## src/rtl/adc_cal_pkg.sv

```systemverilog
// Package: shared types for the calibration sequencer.
// Holds the phase codes, calibration kinds, trim target levels and the
// configuration record latched at the start of a calibration.
package adc_cal_pkg;

    typedef enum logic [2:0] {
        PH_IDLE   = 3'd0,
        PH_DAC    = 3'd1,
        PH_GAIN   = 3'd2,
        PH_WAIT   = 3'd3,
        PH_OFFSET = 3'd4
    } cal_phase_e;

    typedef enum logic [1:0] {
        CT_FULL     = 2'd0,
        CT_GAIN_OFF = 2'd1,
        CT_OFF      = 2'd2,
        CT_GAIN     = 2'd3
    } cal_type_e;

    typedef enum logic [1:0] {
        TP_NONE = 2'd0,
        TP_ZERO = 2'd1,
        TP_MID  = 2'd2,
        TP_FULL = 2'd3
    } trim_point_e;

    typedef struct packed {
        logic      sys;
        cal_type_e kind;
        logic      bipolar;
    } cal_cfg_t;

endpackage

```

## src/rtl/adc_cal_edge.sv

```systemverilog
// Module: single-bit edge detector.
// Registers the input once and flags either its rising or its falling
// edge, chosen by FALLING. Assumes the input is already synchronous to clk.
// During reset the history register follows the input, so that no edge
// is reported at reset release.
module adc_cal_edge #(
    parameter bit FALLING = 1'b0
) (
    input  logic clk,
    input  logic rst_n,
    input  logic sig_i,
    output logic edge_o
);

    logic prev_q;

    // History register for edge comparison.
    always_ff @(posedge clk) begin
        if (!rst_n) begin
            prev_q <= sig_i;
        end else begin
            prev_q <= sig_i;
        end
    end

    // Edge flag; the variant is picked by parameter.
    generate
        if (FALLING) begin : g_fall
            assign edge_o = prev_q & ~sig_i;
        end else begin : g_rise
            assign edge_o = ~prev_q & sig_i;
        end
    endgenerate

endmodule

```

## src/rtl/adc_cal_timer.sv

```systemverilog
// Module: phase length timer.
// It loads len_i, which is the phase length minus one, when the sequencer
// enters a timed phase. After that it counts down to zero. last_o is high
// on the final cycle of the phase. Assumes that load_i is pulsed exactly
// on phase entry.
module adc_cal_timer #(
    parameter int CW = 18
) (
    input  logic          clk,
    input  logic          rst_n,
    input  logic          load_i,
    input  logic [CW-1:0] len_i,
    output logic          last_o
);

    logic [CW-1:0] cnt_q;

    // Down counter; stops at zero.
    always_ff @(posedge clk) begin
        if (!rst_n) begin
            cnt_q <= '0;
        end else if (load_i) begin
            cnt_q <= len_i;
        end else if (cnt_q != '0) begin
            cnt_q <= cnt_q - 1'b1;
        end
    end

    assign last_o = (cnt_q == '0);

    // the counter steps down by exactly one per cycle unless reloaded.
    p_count_down_r4: assert property (@(posedge clk) disable iff (!rst_n)
        (!load_i && cnt_q != '0) |=> (cnt_q == $past(cnt_q) - 1'b1));

endmodule

```

## src/rtl/adc_cal_fsm.sv

```systemverilog
// Module: calibration phase sequencer.
// It latches the configuration when a start is accepted in idle and then
// steps through the phases the kind requires. For a system calibration
// with an offset phase, it parks in the wait phase until a convert-start
// edge. An abort returns it to idle at once. The timer is loaded here and
// timed out by the caller's timer. Assumes that every phase length is at
// least one cycle.
module adc_cal_fsm
    import adc_cal_pkg::*;
#(
    parameter int CW         = 18,
    parameter int DAC_CYC    = 194430,
    parameter int GAIN_CYC   = 27798,
    parameter int OFFSET_CYC = 27798
) (
    input  logic          clk,
    input  logic          rst_n,
    input  logic          start_req_i,
    input  logic          abort_i,
    input  logic          cv_rise_i,
    input  cal_cfg_t      cfg_i,
    input  logic          tmr_last_i,
    output cal_phase_e    phase_o,
    output cal_cfg_t      cfg_o,
    output logic          done_o,
    output logic          tmr_load_o,
    output logic [CW-1:0] tmr_len_o
);

    localparam logic [CW-1:0] DAC_LEN    = CW'(DAC_CYC - 1);
    localparam logic [CW-1:0] GAIN_LEN   = CW'(GAIN_CYC - 1);
    localparam logic [CW-1:0] OFFSET_LEN = CW'(OFFSET_CYC - 1);

    cal_phase_e ph_q, ph_d;
    cal_cfg_t   cfg_q;
    logic       done_q, done_d;
    logic       load_cfg;

    // Opening phase for each calibration kind.
    function automatic cal_phase_e first_phase(cal_type_e k);
        case (k)
            CT_FULL:     return PH_DAC;
            CT_GAIN_OFF: return PH_GAIN;
            CT_GAIN:     return PH_GAIN;
            default:     return PH_OFFSET;
        endcase
    endfunction

    // Phase that follows the gain phase for the latched configuration.
    function automatic cal_phase_e after_gain(cal_cfg_t c);
        if (c.kind == CT_GAIN) begin
            return PH_IDLE;
        end else if (c.sys) begin
            return PH_WAIT;
        end
        return PH_OFFSET;
    endfunction

    // Timer reload value for a phase being entered.
    function automatic logic [CW-1:0] phase_len(cal_phase_e p);
        case (p)
            PH_DAC:    return DAC_LEN;
            PH_GAIN:   return GAIN_LEN;
            PH_OFFSET: return OFFSET_LEN;
            default:   return '0;
        endcase
    endfunction

    // Whether a phase is timed (BUSY high).
    function automatic logic timed(cal_phase_e p);
        return (p == PH_DAC) || (p == PH_GAIN) || (p == PH_OFFSET);
    endfunction

    // Next-phase decision.
    always_comb begin
        ph_d     = ph_q;
        load_cfg = 1'b0;
        if (abort_i) begin
            ph_d = PH_IDLE;
        end else begin
            case (ph_q)
                PH_IDLE: begin
                    if (start_req_i) begin
                        ph_d     = first_phase(cfg_i.kind);
                        load_cfg = 1'b1;
                    end
                end
                PH_DAC:    if (tmr_last_i) ph_d = PH_GAIN;
                PH_GAIN:   if (tmr_last_i) ph_d = after_gain(cfg_q);
                PH_WAIT:   if (cv_rise_i)  ph_d = PH_OFFSET;
                PH_OFFSET: if (tmr_last_i) ph_d = PH_IDLE;
                default:   ph_d = PH_IDLE;
            endcase
        end
        done_d = !abort_i && timed(ph_q) && (ph_d == PH_IDLE);
    end

    assign tmr_load_o = (ph_d != ph_q) && timed(ph_d);
    assign tmr_len_o  = phase_len(ph_d);

    // Phase and done registers.
    always_ff @(posedge clk) begin
        if (!rst_n) begin
            ph_q   <= PH_IDLE;
            done_q <= 1'b0;
        end else begin
            ph_q   <= ph_d;
            done_q <= done_d;
        end
    end

    // Configuration latch, written only when a start is accepted.
    always_ff @(posedge clk) begin
        if (!rst_n) begin
            cfg_q <= '0;
        end else if (load_cfg) begin
            cfg_q <= cfg_i;
        end
    end

    assign phase_o = ph_q;
    assign cfg_o   = cfg_q;
    assign done_o  = done_q;

    // an accepted start leaves idle on the next cycle.
    p_start_leaves_idle_r3: assert property (@(posedge clk) disable iff (!rst_n)
        (ph_q == PH_IDLE && start_req_i && !abort_i) |=> (ph_q != PH_IDLE));

    // an abort lands in idle without a done pulse.
    p_abort_idle_r2: assert property (@(posedge clk) disable iff (!rst_n)
        abort_i |=> (ph_q == PH_IDLE && !done_q));

    // done lasts one cycle and only appears in idle.
    p_done_single_r10: assert property (@(posedge clk) disable iff (!rst_n)
        done_q |=> !done_q);
    p_done_in_idle_r10: assert property (@(posedge clk) disable iff (!rst_n)
        done_q |-> (ph_q == PH_IDLE));

    // the latched configuration holds while a calibration runs.
    p_cfg_hold_r9: assert property (@(posedge clk) disable iff (!rst_n)
        (ph_q != PH_IDLE) |=> $stable(cfg_q));

    // the wait phase is left only by a convert-start edge or an abort.
    p_wait_hold_r7: assert property (@(posedge clk) disable iff (!rst_n)
        (ph_q == PH_WAIT && !cv_rise_i && !abort_i) |=> (ph_q == PH_WAIT));

endmodule

```

## src/rtl/adc_cal_seq.sv

```systemverilog
// Module: calibration sequencer top.
// Detects the pin and convert-start edges, runs the phase sequencer and
// its timer, and decodes BUSY plus the trim strobe and target. Assumes
// that all inputs are synchronous to clk and that sw_start_i is a one-cycle
// strobe issued at the end of a register write.
module adc_cal_seq
    import adc_cal_pkg::*;
#(
    parameter int DAC_CYC    = 194430,
    parameter int GAIN_CYC   = 27798,
    parameter int OFFSET_CYC = 27798
) (
    input  logic       clk,
    input  logic       rst_n,
    input  logic       cal_pin_i,
    input  logic       sw_start_i,
    input  logic [2:0] cal_mode_i,
    input  logic       bipolar_i,
    input  logic       convst_i,
    output logic       busy_o,
    output logic [2:0] phase_o,
    output logic       done_o,
    output logic [2:0] trim_sel_o,
    output logic [1:0] trim_point_o
);

    localparam int MAX_AB = (DAC_CYC > GAIN_CYC) ? DAC_CYC : GAIN_CYC;
    localparam int MAX_C  = (MAX_AB > OFFSET_CYC) ? MAX_AB : OFFSET_CYC;
    localparam int CW     = $clog2(MAX_C + 1);

    logic          cal_rise, cal_fall, cv_rise;
    logic          start_req;
    logic          tmr_load, tmr_last;
    logic [CW-1:0] tmr_len;
    cal_cfg_t      cfg_in, cfg_q;
    cal_phase_e    phase;

    adc_cal_edge #(.FALLING(1'b0)) u_cal_rise (
        .clk(clk), .rst_n(rst_n), .sig_i(cal_pin_i), .edge_o(cal_rise));
    adc_cal_edge #(.FALLING(1'b1)) u_cal_fall (
        .clk(clk), .rst_n(rst_n), .sig_i(cal_pin_i), .edge_o(cal_fall));
    adc_cal_edge #(.FALLING(1'b0)) u_cv_rise (
        .clk(clk), .rst_n(rst_n), .sig_i(convst_i), .edge_o(cv_rise));

    // Configuration record taken from the mode pins.
    always_comb begin
        cfg_in.sys     = cal_mode_i[2];
        cfg_in.kind    = cal_type_e'(cal_mode_i[1:0]);
        cfg_in.bipolar = bipolar_i;
    end

    assign start_req = cal_rise | sw_start_i;

    adc_cal_fsm #(
        .CW(CW), .DAC_CYC(DAC_CYC), .GAIN_CYC(GAIN_CYC), .OFFSET_CYC(OFFSET_CYC)
    ) u_fsm (
        .clk(clk), .rst_n(rst_n),
        .start_req_i(start_req), .abort_i(cal_fall), .cv_rise_i(cv_rise),
        .cfg_i(cfg_in), .tmr_last_i(tmr_last),
        .phase_o(phase), .cfg_o(cfg_q), .done_o(done_o),
        .tmr_load_o(tmr_load), .tmr_len_o(tmr_len)
    );

    adc_cal_timer #(.CW(CW)) u_timer (
        .clk(clk), .rst_n(rst_n), .load_i(tmr_load), .len_i(tmr_len),
        .last_o(tmr_last)
    );

    // Output decode: busy, trim strobe and trim target.
    always_comb begin
        busy_o       = 1'b0;
        trim_sel_o   = 3'b000;
        trim_point_o = TP_NONE;
        case (phase)
            PH_DAC: begin
                busy_o     = 1'b1;
                trim_sel_o = 3'b001;
            end
            PH_GAIN: begin
                busy_o       = 1'b1;
                trim_sel_o   = 3'b010;
                trim_point_o = TP_FULL;
            end
            PH_OFFSET: begin
                busy_o       = 1'b1;
                trim_sel_o   = 3'b100;
                trim_point_o = cfg_q.bipolar ? TP_MID : TP_ZERO;
            end
            default: ;
        endcase
    end

    assign phase_o = phase;

    // at most one trim strobe, and a strobe exactly while busy.
    p_trim_onehot_r11: assert property (@(posedge clk) disable iff (!rst_n)
        $onehot0(trim_sel_o) && (busy_o == (trim_sel_o != 3'b000)));

    // done follows a busy cycle.
    p_done_after_busy_r10: assert property (@(posedge clk) disable iff (!rst_n)
        busy_o && !cal_fall |=> (done_o |-> !busy_o));

endmodule

```

## config.mk

```make
export PLATFORM = sky130hd
export DESIGN_NAME = adc_cal_seq
export DESIGN_NICKNAME = d
export VERILOG_FILES = /design/src/rtl/adc_cal_pkg.sv /design/src/rtl/adc_cal_edge.sv /design/src/rtl/adc_cal_timer.sv /design/src/rtl/adc_cal_fsm.sv /design/src/rtl/adc_cal_seq.sv
export SDC_FILE = /design/constraint.sdc
export NUM_CORES = 1
export LEC_CHECK = 0
export ABC_AREA = 1
export BUFFER_PORTS_ARGS = -buffer_cell sky130_fd_sc_hd__buf_4
export CAP_MARGIN = 40
export CORE_MARGIN = 4
export CORE_UTILIZATION = 23
export DETAILED_ROUTE_END_ITERATION = 8
export HOLD_SLACK_MARGIN = 0.1
export SKIP_CTS_REPAIR_TIMING = 1
export SKIP_LAST_GASP = 1
export SYNTH_ARGS = -nofsm -noshare
export SYNTH_HDL_FRONTEND = slang
export SYNTH_SLANG_ARGS = --single-unit
```

## constraint.sdc

```tcl
create_clock -name clk -period 2.5 [get_ports clk]
set_clock_uncertainty 0.2 [all_clocks]
set_input_delay 0.25 -clock clk [delete_from_list [all_inputs] [get_ports clk]]
set_output_delay 0.25 -clock clk [all_outputs]
set_load 0.02 [all_outputs]
```

# Yosys cells after proc, flatten, opt, wreduce, memory -nomap -nowiden
# Index checks and enable logic that the tools add are counted.
[word_totals]
reg_bits = 28
latchBits = 0
ram_bits = 0
mem_bits_ro = 0
in_bits = 9
out_inout_bits = 10
mem_count = 0
[op_classes]
addsub = 1
multipliers = 0
div_mod_pow = 0
magnitude_cmp = 0
eq_ne = 11
shifts = 0
muxes = 26
n_bitwise = 7
reduce_logical = 17
[ops]
columns = ["operator", "n"]
rows = [
  ["18-bit two-way mux", 2],
  ["18-bit case mux with 2 select lines", 1],
  ["3-bit two-way mux", 9],
  ["18-bit zero test", 1],
  ["18-bit nonzero test", 1],
  ["18-bit by 1-bit subtractor with 18-bit output, second input constant", 1],
  ["3-bit case mux with 5 select lines", 1],
  ["3-bit by 2-bit equality test with 1-bit output, second input constant", 3],
  ["1-bit two-way mux", 9],
  ["3-bit case mux with 3 select lines", 1],
  ["3-bit by 1-bit equality test with 1-bit output, second input constant", 2],
  ["3-bit equality test, second input constant", 2],
  ["3-bit zero test", 2],
  ["3-bit case mux with 2 select lines", 1],
  ["2-bit equality test, second input constant", 2],
  ["1-bit logical OR", 4],
  ["2-bit case mux with 2 select lines", 1],
  ["2-bit OR reduction", 2],
  ["1-bit AND", 3],
  ["1-bit logical AND", 3],
  ["3-bit inequality test", 1],
  ["1-bit inverter", 3],
  ["3-bit OR reduction", 1],
  ["2-bit by 1-bit equality test with 1-bit output, second input constant", 1],
  ["5 further kinds", 5],
]

# Logic depth before layout (Yosys ltp)
# Gate-level depths: netlist of run 1.
[logic_depth]
ltp_word = 14
depth_mapped = 19
mapped_depth_nobuf = 19

# Hierarchy
# A second synthesis of run 1 with hierarchy kept.
[unflattened]
cells_unflattened = 343
area_unflattened_um2 = 2085.8
[modules_own_cells]
columns = ["module", "n_inst", "cells_per_inst", "area_per_inst_um2", "seq_area_each_um2"]
rows = [
  ["adc_cal_timer", 1, 207, 1246.2, 360.3],
  ["adc_cal_fsm", 1, 111, 665.6, 160.2],
  ["adc_cal_edge", 3, 3, 30.0, 20.0],
  ["adc_cal_seq", 1, 16, 83.8, 0.0],
]

# Worst setup path after synthesis of run 1
# No wires, ideal clock.
[synth_timing]
path_type = "register to register"
from = "reg u_fsm.ph_q[2], in the netlist u_fsm.phase_o[2]"
to = "reg u_timer.cnt_q[17]"
setup_ns = 0.114
arrival_time_ns = 1.894
required_ns = 2.186
slack_ns = 0.292
stages_incl_launch_ff = 15
path_buffers = 1
period_less_slack_ns = 2.208
cell_sequence = "dfxtp_1 inv_2 nor2_2 nand2_1 nand3b_1 nand2_2 nand2_1 nand2_1 nor2_2 nand2_4 nand2_4 buf_6 nand2_2 nand2_1 nor2_1"
[synth_via]
elab_chain_cells = 8
word_cells_on_any_way = 23
[synth_rtl]
columns = ["element", "line_no", "source"]
rows = [
  ["start: declaration", "adc_cal_fsm.sv:34", "cal_phase_e ph_q, ph_d;"],
  ["start signal: assignment", "adc_cal_fsm.sv:107", "ph_q <= ph_d;"],
  ["parallel branches: the longest is 8 deep, another holds 18-bit case mux with 2 select lines", "--", ""],
  ["end signal: assignment", "adc_cal_timer.sv:23", "cnt_q <= len_i;"],
  ["end signal: assignment", "adc_cal_timer.sv:25", "cnt_q <= cnt_q - 1'b1;"],
  ["end: declaration", "adc_cal_timer.sv:16", "logic [CW-1:0] cnt_q;"],
]
# Several ways; the timed one is not identified.
# A chain may end at the register's enable or synchronous reset.

# Worst setup path after layout of run 1
[layout_timing]
from = "in cal_pin_i"
to = "reg u_fsm.cfg_o[1] (netlist name)"
[layout_via]
elab_chain_cells = 5
word_cells_on_any_way = 7
[layout_rtl]
columns = ["element", "line_no", "source"]
rows = [
  ["start: declaration", "adc_cal_seq.sv:15", "input logic cal_pin_i,"],
  ["1-bit AND", "adc_cal_edge.sv:31", "assign edge_o = ~prev_q & sig_i;"],
  ["1-bit OR", "adc_cal_seq.sv:52", "assign start_req = cal_rise | sw_start_i;"],
  ["1-bit two-way mux", "adc_cal_fsm.sv:83", "if (start_req_i) begin"],
  ["1-bit two-way mux", "adc_cal_fsm.sv:81", "case (ph_q)"],
  ["1-bit two-way mux (*)", "adc_cal_fsm.sv:78", "if (abort_i) begin"],
]
# Mark *: on every way between the ends. The rest lies on a longest branch, timed or not.

==> results of run 1 <==
-- power groups by stage --
stage | clock [mW] | combinational (mW) | sequential, mW
4_1_cts | 0.258 | 1.53 | 0.755
6_report | 0.242 | 1.60 | 0.744
3_3_place_gp | 0 | 1.54 | 0.763
3_5_place_dp | 0 | 1.52 | 0.764
2_1_floorplan | 0 | 1.21 | 0.729
5_1_grt | 0.277 | 1.81 | 0.767
-- metrics by stage --
| stage | utilization | std cells | setup WS [ns] | TNS (ns) |
|---|---|---|---|---|
| global placement | 0.274 | 377 | 0.170 | 0 |
| detailed placement | 0.274 | 377 | 0.126 | 0 |
| floorplan | - | 259 | 0.292 | 0 |
| CTS | 0.280 | 380 | 0.0920 | 0 |
| global route | 0.301 | 393 | -0.0288 | -0.0690 |
| finish | 0.301 | 393 | 0.144 | 0 |
-- registers in the layout, summed over array words and instances (netlist names) --
register and count:
u_timer.cnt_q 18, u_fsm.cfg_o 4, u_fsm.phase_o 3, u_cal_fall.prev_q 1, u_cv_rise.prev_q 1, u_fsm.done_o 1
-- area by class of cell --
type,instances,share of cell area
Inverter,29,0.0494
Tap cell,99,0.0562
Clock buffer,3,0.0187
Multi-Input combinational cell,201,0.500
Sequential cell,28,0.254
Timing Repair Buffer,33,0.122
-- critical path, stage by stage --
cell and delay [ns]:
dlygate4sd3_1 0.54, buf_4 0.14, nor2_1 0.14, inv_1 0.17
nand3_1 0.20, inv_1 0.11, o21ai_0 0.16, a21oi_1 0.06
dlygate4sd3_1 0.56
-- cell usage in the layout (no fill, tap or decap), types with 3 or more instances in the layout --
cell	n
nand2_1	68
nor2_1	36
dfxtp_1	28
buf_4	25
inv_1	22
nand3_1	15
a21oi_1	13
nor2_2	9
xnor2_1	9
dlygate4sd3_1	8
xor2_1	7
inv_2	6
o21ai_0	6
nand4_1	5
nor2_4	5
nand2_2	5
nand2_4	4
nor3_1	3
clkbuf_8	3
-- routing by layer --
| metal | wire, microns | vias up | global-route usage | part of all wire |
|---|---|---|---|---|
| li1 | - | 889 | - | - |
| met1 | 2030 | 750 | 0.128 | 0.47 |
| met2 | 2120 | 17 | 0.164 | 0.49 |
| met3 | 124 | 2 | 0.0158 | 0.029 |
| met4 | 29 | 0 | 0.0300 | 0.0067 |
| met5 | 0 | - | 0 | 0 |
-- path summary, 6_finish.rpt --
check / end / slack (ns)
worst min register to register: u_fsm.cfg_o[3]$_SDFFE_PN0P_ / 0.28
worst max register to register: u_timer.cnt_q[0]$_SDFFE_PN0P_ / 0.16
worst min-delay path: u_fsm.cfg_o[3]$_SDFFE_PN0P_ / 0.28
worst max-delay path: u_fsm.cfg_o[1]$_SDFFE_PN0P_ / 0.14
-- cell families (layout without fill, tap and decap cells) --
logic type                 count (synthesis)  count (layout)  synth area share
AOI/OAI and AO/OA                         22              22            0.0659
xor gates and xnor gates                  16              16            0.0803
adders and majority gates                  2               2            0.0143
buffers and inverters                     31              65            0.0710
DFF                                       28              28             0.321
and+or+nand+nor                          160             161             0.447
==> results.sh, run 1 <==
export IMPL_final_layout_size_suffix_gt1_frac=0.218
export IMPL_share_comb_of_total_power=0.619
export IMPL_clk_latency_ns=0.27
export IMPL_syn_nets=270
export IMPL_numClockSinks=28
export IMPL_numCtsBuffers=3
export IMPL_n_antenna_cell=0
export IMPL_min_period_ns=2.36
export IMPL_synth_edff_count=0
export IMPL_startpoint_type="input pin"
export IMPL_synth_largest_area_cell="dfxtp_1"
export IMPL_synthTopCellsByArea="dfxtp_1, nand2_1, nor2_1, inv_1, xnor2_1"
export IMPL_crit_start="cal_pin_i"
export IMPL_p_sw_mw=1.25
export IMPL_yosysTopAreaCellShare=0.321
export IMPL_vias=1658
export IMPL_powerDensity_nw_per_um2=1180
export IMPL_wl_per_cell_microns=11.0
export IMPL_fmax_mhz=425
export IMPL_cp_end_kind="flip-flop"
export IMPL_fill_cells=819
export IMPL_whs_ns=0.275
export IMPL_reg2regPathDepth=14
export IMPL_layout_area_seq_sq_um=561
export IMPL_synth_most_common_cell="nand2_1"
export IMPL_r2r_start="u_timer.cnt_q[1]$_SDFFE_PN0P_"
export IMPL_ys_types=30
export IMPL_htree_num_levels=1
export IMPL_drtIter0Drc=114
export IMPL_hpwlAfterDp_microns=3280
export IMPL_p_seq_frac=0.287
export IMPL_postRouteAntennaNets=0
export IMPL_gr_total_overflow=0
export IMPL_drt_total_wl_microns=4310
export IMPL_cts_buffer_depth=2
export IMPL_rsz0062_at_grt="yes"
export IMPL_power_share_switching=0.484
export IMPL_grt_pass1_vias=1585
export IMPL_setup_viol_count_final=0
export IMPL_grt_pass1_wl_microns=7140
export IMPL_design_area_sq_um=2200
export IMPL_gp_congestion=0.843
export IMPL_internal_power_mw=1.34
export IMPL_fp_dieH_microns=95.1
export IMPL_hp_start="u_fsm.cfg_o[3]$_SDFFE_PN0P_"
export IMPL_drc=0
export IMPL_dieWidth_microns=95.1
export IMPL_dr_pass1_iters=4
export IMPL_maxCapViolCount=0
export IMPL_ys_flop_type="dfxtp_1"
export IMPL_post_route_period_util=0.942
export IMPL_multi_input_area_sq_um=1100
export IMPL_place_area_sq_um=2010
export IMPL_cp_arrival_ns=2.32
export IMPL_dieArea_sq_um=9050
export IMPL_root_buffer="clkbuf_8"
export IMPL_synth_area_sq_um=1750
export IMPL_grt_max_degree=18
export IMPL_async_flop_share=0
export IMPL_hold_path_class="flip-flop to flip-flop"
export IMPL_placeableCoreArea_sq_um=7330
export IMPL_slew_viol_final=0
export IMPL_cp_required_ns=2.46
export IMPL_relSlewSlack=0.745
export IMPL_synthToLayoutAreaGrowth_pct=26.2
export IMPL_p_leak_nw=1.10
export IMPL_status="finished clean"
export IMPL_peakVddDrop_v=0.000374
export IMPL_critical_path_class="input pin to flip-flop"
export IMPL_tightest_slew_ns=0.380
export IMPL_ys_seq_elements=28
export IMPL_ios=19
export IMPL_portBuffers=18
export IMPL_cp_max_fo=8
export IMPL_yosysWarnings=0
export IMPL_seq_area_frac_synth=0.321
export IMPL_hold_viol=0
export IMPL_netlist_instances=259
export IMPL_initial_core_util=0.238
export IMPL_nets=307
export IMPL_cts_tree="yes"
export IMPL_track_usage=0.0979
export IMPL_rows=31
export IMPL_worstHoldPathCells=2
export IMPL_p_clk_frac=0.093
export IMPL_path_clk_slew_ns=0.09
export IMPL_antenna_found_initial=0
export IMPL_vias_per_cell=4.22
export IMPL_p_total_mw=2.59
export IMPL_avgSynthCellArea_sq_um=6.74
export IMPL_synth_common_cells="nand2_1, nor2_1, dfxtp_1, inv_1, nand3_1"
(Power assumes the default switching activity.)
==> inputs of run 2 (changes only) <==
--- a/config.mk
+++ b/config.mk
@@ -10,10 +10,12 @@
 export CAP_MARGIN = 40
 export CORE_MARGIN = 4
 export CORE_UTILIZATION = 23
+export CTS_BUF_LIST = sky130_fd_sc_hd__clkbuf_2 sky130_fd_sc_hd__clkbuf_4 sky130_fd_sc_hd__clkbuf_8
 export DETAILED_ROUTE_END_ITERATION = 8
 export HOLD_SLACK_MARGIN = 0.1
 export SKIP_CTS_REPAIR_TIMING = 1
 export SKIP_LAST_GASP = 1
 export SYNTH_ARGS = -nofsm -noshare
 export SYNTH_HDL_FRONTEND = slang
+export SYNTH_HIERARCHICAL = 1
 export SYNTH_SLANG_ARGS = --single-unit
==> run 2 against run 1 <==
  * The flow now finishes with violations (negative setup slack)
  * Largest cell class unchanged
  * Fmax shrank 15%
  * Global-route usage rose by 0.79 points
  * Highest routed layer unchanged
  * Utilization up 4.1 points
  * Sequential cell count up 1
  * Power increased by 33%
  * Hold slack gained 0.058 ns
  * Wire length grew 25%
  * Sequential power shrank 8.2%
  * Critical path type is now flip-flop to flip-flop
  * Setup slack got worse by 0.43 ns
==> results.sh, run 2 <==
export IMPL_status="complete, but fails checks"
export IMPL_violations="negative setup slack"
export IMPL_peakVddDrop_v=0.000395
export IMPL_dp_cells=496
export IMPL_fill_cells=910
export IMPL_gp_congestion=0.819
export IMPL_whs_ns=0.333
export IMPL_worstHoldPathCells=2
export IMPL_reg2regPathDepth=18
export IMPL_power_share_switching=0.451
export IMPL_maxCapViolCount=0
export IMPL_setup_viol_count_final=18
export IMPL_synth_area_sq_um=2090
export IMPL_cp_end_kind="flip-flop"
export IMPL_finalNonFillerCells=519
export IMPL_yosysWarnings=6
export IMPL_grt_pass1_wl_microns=9110
export IMPL_drt_total_wl_microns=5410
export IMPL_numClockSinks=29
export IMPL_r2r_end="u_timer/cnt_q[11]$_SDFFE_PN0P_"
export IMPL_hp_start="u_fsm/cfg_o[3]$_SDFFE_PN0P_"
export IMPL_fp_dieH_microns=103
export IMPL_hold_path_class="flip-flop to flip-flop"
export IMPL_drc=0
export IMPL_top_register="u_timer/cnt_q"
export IMPL_seq_area_frac_synth=0.278
export IMPL_final_layout_size_suffix_gt1_frac=0.350
export IMPL_wl_per_cell_microns=10.4
export IMPL_cp_required_ns=2.45
export IMPL_cp_max_fo=12
export IMPL_hold_viol=0
export IMPL_gr_total_overflow=0
export IMPL_placeableCoreArea_sq_um=8760
export IMPL_n_antenna_cell=0
export IMPL_rsz0062_at_grt="yes"
export IMPL_startpoint_type="flip-flop"
export IMPL_hpwlAfterDp_microns=4000
export IMPL_cp_arrival_ns=2.73
export IMPL_critical_path_class="flip-flop to flip-flop"
export IMPL_async_flop_share=0
export IMPL_grt_max_degree=18
export IMPL_drtIter0Drc=105
export IMPL_numCtsBuffers=5
export IMPL_netlist_instances=343
export IMPL_most_common_layout_cells="nand2_1, buf_4, nor2_1"
export IMPL_synthTopCellsByArea="dfxtp_1, nand2_1, nor2_1, nand3_1, inv_1"
export IMPL_portBuffers=18
export IMPL_design_area_sq_um=2990
export IMPL_p_total_mw=3.44
export IMPL_post_route_period_util=1.11
export IMPL_slew_viol_final=0
export IMPL_p_sw_mw=1.55
export IMPL_synthToLayoutAreaGrowth_pct=43.6
export IMPL_ys_types=30
export IMPL_rows=34
export IMPL_utilization=0.342
export IMPL_cts_tree="yes"
export IMPL_initial_core_util=0.238
export IMPL_vias_per_cell=4.28
export IMPL_min_period_ns=2.78
export IMPL_p_seq_frac=0.198
export IMPL_place_ws_ns=-0.505
export IMPL_r2r_start="u_timer/cnt_q[13]$_SDFFE_PN0P_"
export IMPL_dr_pass1_iters=4
export IMPL_antenna_found_initial=0
export IMPL_final_common_cell="nand2_1"
export IMPL_ios=19
export IMPL_clk_latency_ns=0.29
export IMPL_share_comb_of_total_power=0.675
export IMPL_grt_pass1_vias=2103
export IMPL_cts_buffer_depth=2
export IMPL_synth_edff_count=0
export IMPL_vias=2223
export IMPL_finalSetupTns_ns=-4.64
export IMPL_ff2ff_setup_slack_ns=-0.28
export IMPL_fin_ws_ns=-0.283
export IMPL_yosysTopAreaCellShare=0.278
export IMPL_ys_seq_elements=29
export IMPL_ys_flop_type="dfxtp_1"
export IMPL_synth_common_cells="nand2_1, nor2_1, inv_1, nand3_1, dfxtp_1"
export IMPL_dieWidth_microns=103
export IMPL_htree_num_levels=2
export IMPL_dieArea_sq_um=10700
export IMPL_p_clk_frac=0.126
export IMPL_fmax_mhz=359
export IMPL_path_clk_slew_ns=0.07
export IMPL_nets=420
export IMPL_place_area_sq_um=2660
export IMPL_internal_power_mw=1.89
export IMPL_root_buffer="clkbuf_8"
export IMPL_avgSynthCellArea_sq_um=6.08
export IMPL_postRouteAntennaNets=0
export IMPL_powerDensity_nw_per_um2=1150
export IMPL_synth_most_common_cell="nand2_1"
export IMPL_synth_largest_area_cell="dfxtp_1"
export IMPL_p_leak_nw=1.53
export IMPL_track_usage=0.106
export IMPL_largest_register_ffs=18
export IMPL_hold_end="u_fsm/cfg_o[3]$_SDFFE_PN0P_"
-- run 2: cells by family after synthesis --
| family | count (synthesis) | synth area share |
|---|---|---|
| compound gates | 19 | 0.0474 |
| xor+xnor | 3 | 0.0126 |
| fa+ha+maj | 1 | 0.00600 |
| buf+inv | 62 | 0.146 |
| flops | 29 | 0.278 |
| other cells | 1 | 0.00180 |
| simple gates | 228 | 0.508 |
-- run 2: how the worst max path moves through the flow --
stage          depth (start not counted)                             end                           start
2_1_floorplan                         24   u_timer/cnt_q[5]$_SDFFE_PN0P_   u_timer/cnt_q[0]$_SDFFE_PN0P_
3_3_place_gp                          21   u_timer/cnt_q[3]$_SDFFE_PN0P_  u_timer/cnt_q[10]$_SDFFE_PN0P_
3_5_place_dp                          21   u_timer/cnt_q[3]$_SDFFE_PN0P_  u_timer/cnt_q[10]$_SDFFE_PN0P_
4_1_cts                               21   u_timer/cnt_q[3]$_SDFFE_PN0P_   u_timer/cnt_q[6]$_SDFFE_PN0P_
5_1_grt                               23   u_timer/cnt_q[1]$_SDFFE_PN0P_   u_timer/cnt_q[1]$_SDFFE_PN0P_
6_report                              18  u_timer/cnt_q[11]$_SDFFE_PN0P_  u_timer/cnt_q[13]$_SDFFE_PN0P_
-- run 2: worst max-delay path, stage by stage, from the launching register on --
cell and delay (ns):
dfxtp_1 0.32, nor2_2 0.19, nand3_1 0.17, nor4_4 0.34, inv_2 0.10, nand2_2 0.09
nor2_1 0.05, nor2_1 0.12, nand3_2 0.12, nand2_4 0.12, buf_12 0.10, nor2_4 0.04
nor2_4 0.12, nor2_4 0.07, inv_4 0.10, nand4_4 0.13, buf_12 0.18, nand2_1 0.06
nor2_1 0.04
-- run 2: power groups by stage --
stage	Combinational, mW	Clock, mW	Sequential [mW]
2_1_floorplan	1.49	0	0.715
3_3_place_gp	2.10	0	0.683
3_5_place_dp	2.14	0	0.689
4_1_cts	2.15	0.451	0.680
5_1_grt	2.60	0.468	0.698
6_report	2.32	0.434	0.683
-- run 2: cell type report --
type,count,area [sq um],share of cell area
repair buffers,80,674,0.225
clock inverters,1,5.00,0.00167
flip-flops and latches,29,584,0.195
well taps,108,135,0.0451
inverters,41,156,0.0522
multi-input cells,253,1340,0.448
clock buffers,7,96.3,0.0322
-- run 2: routing by layer --
metal / global-route usage / up-vias / part of all wire
met5: 0 / - / 0
met4: 0.0349 / 0 / 0.017
met3: 0.0248 / 7 / 0.045
met2: 0.175 / 52 / 0.48
met1: 0.136 / 987 / 0.46
li1: - / 1177 / -
